$ cat config.mk
export PLATFORM = sky130hd
export DESIGN_NAME = req_wait_timer
export DESIGN_NICKNAME = d
export VERILOG_FILES = /design/src/rtl/rwt_pkg.sv /design/src/rtl/rwt_prescaler.sv /design/src/rtl/rwt_wait_counter.sv /design/src/rtl/rwt_sticky_flag.sv /design/src/rtl/req_wait_timer.sv
export SDC_FILE = /design/constraint.sdc
export NUM_CORES = 1
export LEC_CHECK = 0
export ABC_AREA = 1
export BUFFER_PORTS_ARGS = -buffer_cell sky130_fd_sc_hd__buf_2
export CORE_MARGIN = 2
export CORE_UTILIZATION = 35
export CTS_CLUSTER_DIAMETER = 40
export DETAILED_ROUTE_END_ITERATION = 10
export GPL_ROUTABILITY_DRIVEN = 0
export GPL_TIMING_DRIVEN = 0
export PLACE_DENSITY = 0.5
export SYNTH_ARGS = -nofsm -noshare
export SYNTH_HDL_FRONTEND = slang
export SYNTH_SLANG_ARGS = --single-unit
$ cat constraint.sdc
create_clock -name clk -period 4.4 [get_ports clk]
set_input_delay 0.44 -clock clk [delete_from_list [all_inputs] [get_ports clk]]
set_output_delay 0.44 -clock clk [all_outputs]
set_load 0.02 [all_outputs]
$ cat src/rtl/rwt_pkg.sv
`timescale 1ns/1ps
package rwt_pkg;

  // Number of system clocks per prescaled tick for a given select.
  function automatic int unsigned psc_divisor(input int unsigned base,
                                              input int unsigned sel);
    psc_divisor = 32'd1 << (base + sel);
  endfunction

  // Final prescaler count before the tick fires.
  function automatic int unsigned psc_last(input int unsigned base,
                                           input int unsigned sel);
    psc_last = psc_divisor(base, sel) - 32'd1;
  endfunction

  // Width needed for the prescaler at the largest select.
  function automatic int unsigned psc_width(input int unsigned base,
                                            input int unsigned sel_w);
    psc_width = base + (32'd1 << sel_w) - 32'd1;
  endfunction

endpackage

$ cat src/rtl/rwt_prescaler.sv
`timescale 1ns/1ps
module rwt_prescaler
  import rwt_pkg::*;
#(
  parameter int unsigned SEL_W    = 3,
  parameter int unsigned PSC_BASE = 8,
  localparam int unsigned PSC_W   = psc_width(PSC_BASE, SEL_W)
) (
  input  logic             clk,
  input  logic             rst_n,
  input  logic             run,
  input  logic [SEL_W-1:0] sel,
  output logic             tick,
  output logic [PSC_W-1:0] psc_cnt
);

  logic [PSC_W-1:0] last_val;
  logic             at_last;

  always_comb begin
    last_val = PSC_W'(psc_last(PSC_BASE, 32'(sel)));
    at_last  = (psc_cnt == last_val);
    tick     = run && at_last;
  end

  always_ff @(posedge clk or negedge rst_n) begin
    if (!rst_n) begin
      psc_cnt <= '0;
    end else if (!run || at_last) begin
      psc_cnt <= '0;
    end else begin
      psc_cnt <= psc_cnt + 1'b1;
    end
  end

endmodule

$ cat src/rtl/rwt_wait_counter.sv
`timescale 1ns/1ps
module rwt_wait_counter #(
  parameter int unsigned PERIOD_W = 16
) (
  input  logic                clk,
  input  logic                rst_n,
  input  logic                run,
  input  logic                tick,
  input  logic [PERIOD_W-1:0] period,
  output logic                hit,
  output logic [PERIOD_W-1:0] wait_cnt
);

  logic                saturated;
  logic [PERIOD_W-1:0] goal;

  always_comb begin
    saturated = &wait_cnt;
    goal      = period - 1'b1;
    hit       = tick && (period != '0) && (wait_cnt == goal);
  end

  always_ff @(posedge clk or negedge rst_n) begin
    if (!rst_n) begin
      wait_cnt <= '0;
    end else if (!run) begin
      wait_cnt <= '0;
    end else if (tick && !saturated) begin
      wait_cnt <= wait_cnt + 1'b1;
    end
  end

endmodule

$ cat src/rtl/rwt_sticky_flag.sv
`timescale 1ns/1ps
module rwt_sticky_flag (
  input  logic clk,
  input  logic rst_n,
  input  logic set,
  input  logic clr,
  output logic flag
);

  always_ff @(posedge clk or negedge rst_n) begin
    if (!rst_n) begin
      flag <= 1'b0;
    end else if (set) begin
      flag <= 1'b1;
    end else if (clr) begin
      flag <= 1'b0;
    end
  end

endmodule

$ cat src/rtl/req_wait_timer.sv
`timescale 1ns/1ps
module req_wait_timer
  import rwt_pkg::*;
#(
  parameter int unsigned SEL_W    = 3,
  parameter int unsigned PSC_BASE = 8,
  parameter int unsigned PERIOD_W = 16
) (
  input  logic                clk,
  input  logic                rst_n,
  input  logic                tmo_en,
  input  logic                waiting,
  input  logic                req_arrive,
  input  logic [SEL_W-1:0]    psc_sel,
  input  logic [PERIOD_W-1:0] period,
  input  logic                flag_clr,
  output logic                tmo_flag
);

  localparam int unsigned PSC_W = psc_width(PSC_BASE, SEL_W);

  logic                run;
  logic                tick;
  logic                hit;
  logic [PSC_W-1:0]    psc_cnt;
  logic [PERIOD_W-1:0] wait_cnt;

  assign run = tmo_en && waiting && !req_arrive;

  rwt_prescaler #(
    .SEL_W    (SEL_W),
    .PSC_BASE (PSC_BASE)
  ) u_psc (
    .clk     (clk),
    .rst_n   (rst_n),
    .run     (run),
    .sel     (psc_sel),
    .tick    (tick),
    .psc_cnt (psc_cnt)
  );

  rwt_wait_counter #(
    .PERIOD_W (PERIOD_W)
  ) u_cnt (
    .clk      (clk),
    .rst_n    (rst_n),
    .run      (run),
    .tick     (tick),
    .period   (period),
    .hit      (hit),
    .wait_cnt (wait_cnt)
  );

  rwt_sticky_flag u_flag (
    .clk   (clk),
    .rst_n (rst_n),
    .set   (hit),
    .clr   (flag_clr),
    .flag  (tmo_flag)
  );

endmodule

==> metrics.md <==
| Metric | Value |
|---|---|
| Status | finished, final reports clean |
| Slew Viols, Final | 0 |
| Overall power | 661 uW |
| Layout cells sized above 1 | 15.5% |
| CP cell instances | ha_1 -> nand2_1 -> inv_2 -> nand2_2 -> nor2_4 -> nand2_2 -> nor2_4 -> nand3_2 -> clkbuf_1 -> nand4_1 -> nand2_1 |
| Fmax | 515 MHz |
| Hold Vio Cnt, Final | 0 |
| RSZ-0062 raised after global routing | false |
| Path type of the worst setup path | register to register |
| Cts hold-fix bufs | 0 |
| ANT nets after route | 0 |
| Max incr delay on CP | 0.42 ns |
| Max-cap violation count | 0 |
| DIE WIDTH | 92.0 um |
| FFs w/ async S/R, synth | 100% |
| Iteration-0 DRC Markers | 85 |
| Worst hold slack | 0.216 ns |
| Worst slew pin tran | 0.751 ns |
| GRT overflow | 0 |
| Number of vias per cell | 4.65 |
| Crit path DAT | 2.12 ns |
| Worst clock skew | 0.00631 ns |
| # IOs | 26 |
| Full die area | 0.00846 sq mm |
| Syn Inst Count | 396 |
| WL final | 6300 um |
| Setup TNS | 0 ns |
| Most frequent cell after synthesis | nand2_1 |
| Wire per inst | 11.9 um |
| Post-Syn Area | 0.00271 sq mm |
| Root buf cell | clkbuf_8 |
| Residual DRC | 0 |
| Place WS | 2.17 ns |
| Inserted Clock Buffers | 5 |
| Routed via count | 2,460 |
| Drt pass-1 iters | 4 |
| Worst-Skew Late Latency | 0.28 ns |
| Avg Cell Area, Syn | 6.84 sq um |
| Overall Global Routing Usage | 15.8% |
| Setup violators final | 0 |
| Setup Buffers After CTS | 0 |
| Die Span Y | 92.0 um |
| Syn. warnings | 0 |
| Synthesized flop and latch total | 32 |
| Reg clk slew, reported paths | 0.07 ns |
| Largest net degree at the start of global routing | 33 |
| Final Cycle Share | 44.1% |
| M3 GR Usage | 2.47% |
| CTS sink cnt | 32 |
| Crit path capture type | register |
| # H-tree levels | 2 |
| Lkg Pwr | 0.00147 uW |
| Sequential share of the synthesized area | 29.6% |
| Hold Crit Class | input port to async pin |
| Worst setup SP type | register |
| Detailed Place HPWL | 4960 um |
| Peak supply drop | 0.000155 V |
| Layer with the highest usage | met2 |
| Relative slew margins | 49.9% |
| Worst-path fanout max | 10 |
| Row count | 32 |
| Total nets after synthesis | 426 |
| Clk buf depth | 2 |
| Largest cells by area after synthesis | dfrtp_1 (30%), nand2_1 (14%), xor2_1 (8.4%), nand3_1 (7.4%), nor2_1 (7.2%) |
| Setup WS post-layout | 2.46 ns |
| Vias in the first global route | 2,299 |
| CTS tree | done |
| M1 GR Usage | 19.6% |
| PostCTS Resize Cnt | 0 |
| Final Util | 40.2% |
| Main flop type after synthesis | dfrtp_1 |
| Core area | 0.00761 sq mm |
| Final min period | 1.94 ns |
| Final Net Count | 456 |
| Post-synth EDFFs | 0 |
| Initial antenna violation count | 0 |
| Diodes inserted | 0 |
| CP max stage cell | dfrtp_1 |
| First-pass GRT wire length | 10,700 um |
| GRT met2 Usage | 28.7% |
| Most area-hungry cell type in the Yosys netlist | dfrtp_1 |
| Critical Path RT | 4.58 ns |
| Syn-to-layout area delta | 12.9% |
| Starting density of the core | 35.6% |
| # port buffers | 23 |
| Pwr/cell area | 216 mW/mm^2 |
| Most frequent cells after synthesis | nand2_1 (103), nor2_1 (52), inv_1 (40), nand3_1 (40), dfrtp_1 (32) |
| Share of the synthesized area in the top cell type | 29.6% |
| Cell variety after synth | 30 |
[flip-flops by register name, indices dropped and copies added (netlist names)]
| signal | cells |
|---|---|
| u_cnt.wait_cnt | 16 |
| u_psc.psc_cnt | 15 |
| u_flag.flag | 1 |
[final timing paths]
path / from / end / slack, ns / cells after the start
worst min register to register: u_psc.psc_cnt[0]$_DFF_PN0_ / u_psc.psc_cnt[0]$_DFF_PN0_ / 0.46 / 1
min in group clk: flag_clr / u_flag.flag$_DFFE_PN0P_ / 0.39 / 4
worst max-delay path: u_cnt.wait_cnt[1]$_DFFE_PN0P_ / u_cnt.wait_cnt[3]$_DFFE_PN0P_ / 2.46 / 11
worst min-delay path: rst_n / u_cnt.wait_cnt[0]$_DFFE_PN0P_ / 0.22 / 1
max in group asynchronous: rst_n / u_psc.psc_cnt[9]$_DFF_PN0_ / 3.70 / 1
worst max register to register: u_cnt.wait_cnt[1]$_DFFE_PN0P_ / u_cnt.wait_cnt[3]$_DFFE_PN0P_ / 2.46 / 11
[critical path, delay by kind of cell, from the launching register on]
family | cells | cell delay, ns
and+or+nand+nor | 8 | 0.86
DFF | 1 | 0.42
buffers and inverters | 2 | 0.34
adders and majority gates | 1 | 0.22
[cell type report]
type,count,area (sq um)
fillers,832,4550
multi-input cells,307,1660
flip-flops and latches,32,801
inverters,47,176
well taps,102,128
repair buffers,23,115
clock buffers,6,72.6
plain buffers,10,70.1
clock inverters,2,35.0
[layout by cell type (no fill, tap or decap), drive strengths merged]
cell type  instances
inv               47
ha                 5
nor4               1
nor3b              3
nor3              10
or2                2
buf               28
nand3             41
clkinv             1
dfrtp             32
o21ai              8
xnor3              1
nor2              62
xnor2             15
a21oi              2
nand2            109
bufinv             1
nand4             18
clkbuf            11
xor2              26
nand3b             4
[per-layer routing]
| layer | wire (um) | share of wire, % |
|---|---|---|
| met3 | 183 | 2.9 |
| met5 | 0 | 0 |
| met4 | 66 | 1.0 |
| met2 | 3190 | 51 |
| met1 | 2860 | 45 |
[stage by stage]
stage / cells / area, sq um
finish: 529 / 3060
global route: 529 / 3060
CTS: 529 / 3060
detailed placement: 521 / 2950
global placement: 521 / 2950
floorplan: 396 / 2710
[cell families (layout without fill, tap and decap cells)]
logic type               Yosys count  in the layout  synth area share (%)
AO/OA/AOI/OAI                     10             10                  1.85
XOR/XNOR                          42             42                  14.1
adder cells (fa/ha/maj)            5              5                  2.31
buffers and inverters             57             88                  9.10
flip-flops                        32             32                  29.6
AND/OR/NAND/NOR                  250            250                  43.1
[report_power, final]
group | leakage [uW] | internal (uW) | switching [uW] | total [uW]
sequential | 0.000447 | 295 | 0.331 | 295
combinational | 0.000965 | 32.2 | 52.8 | 85.1
clock | 0.0000552 | 168 | 113 | 281
total | 0.00147 | 495 | 166 | 661
(Power assumes the default switching activity.)
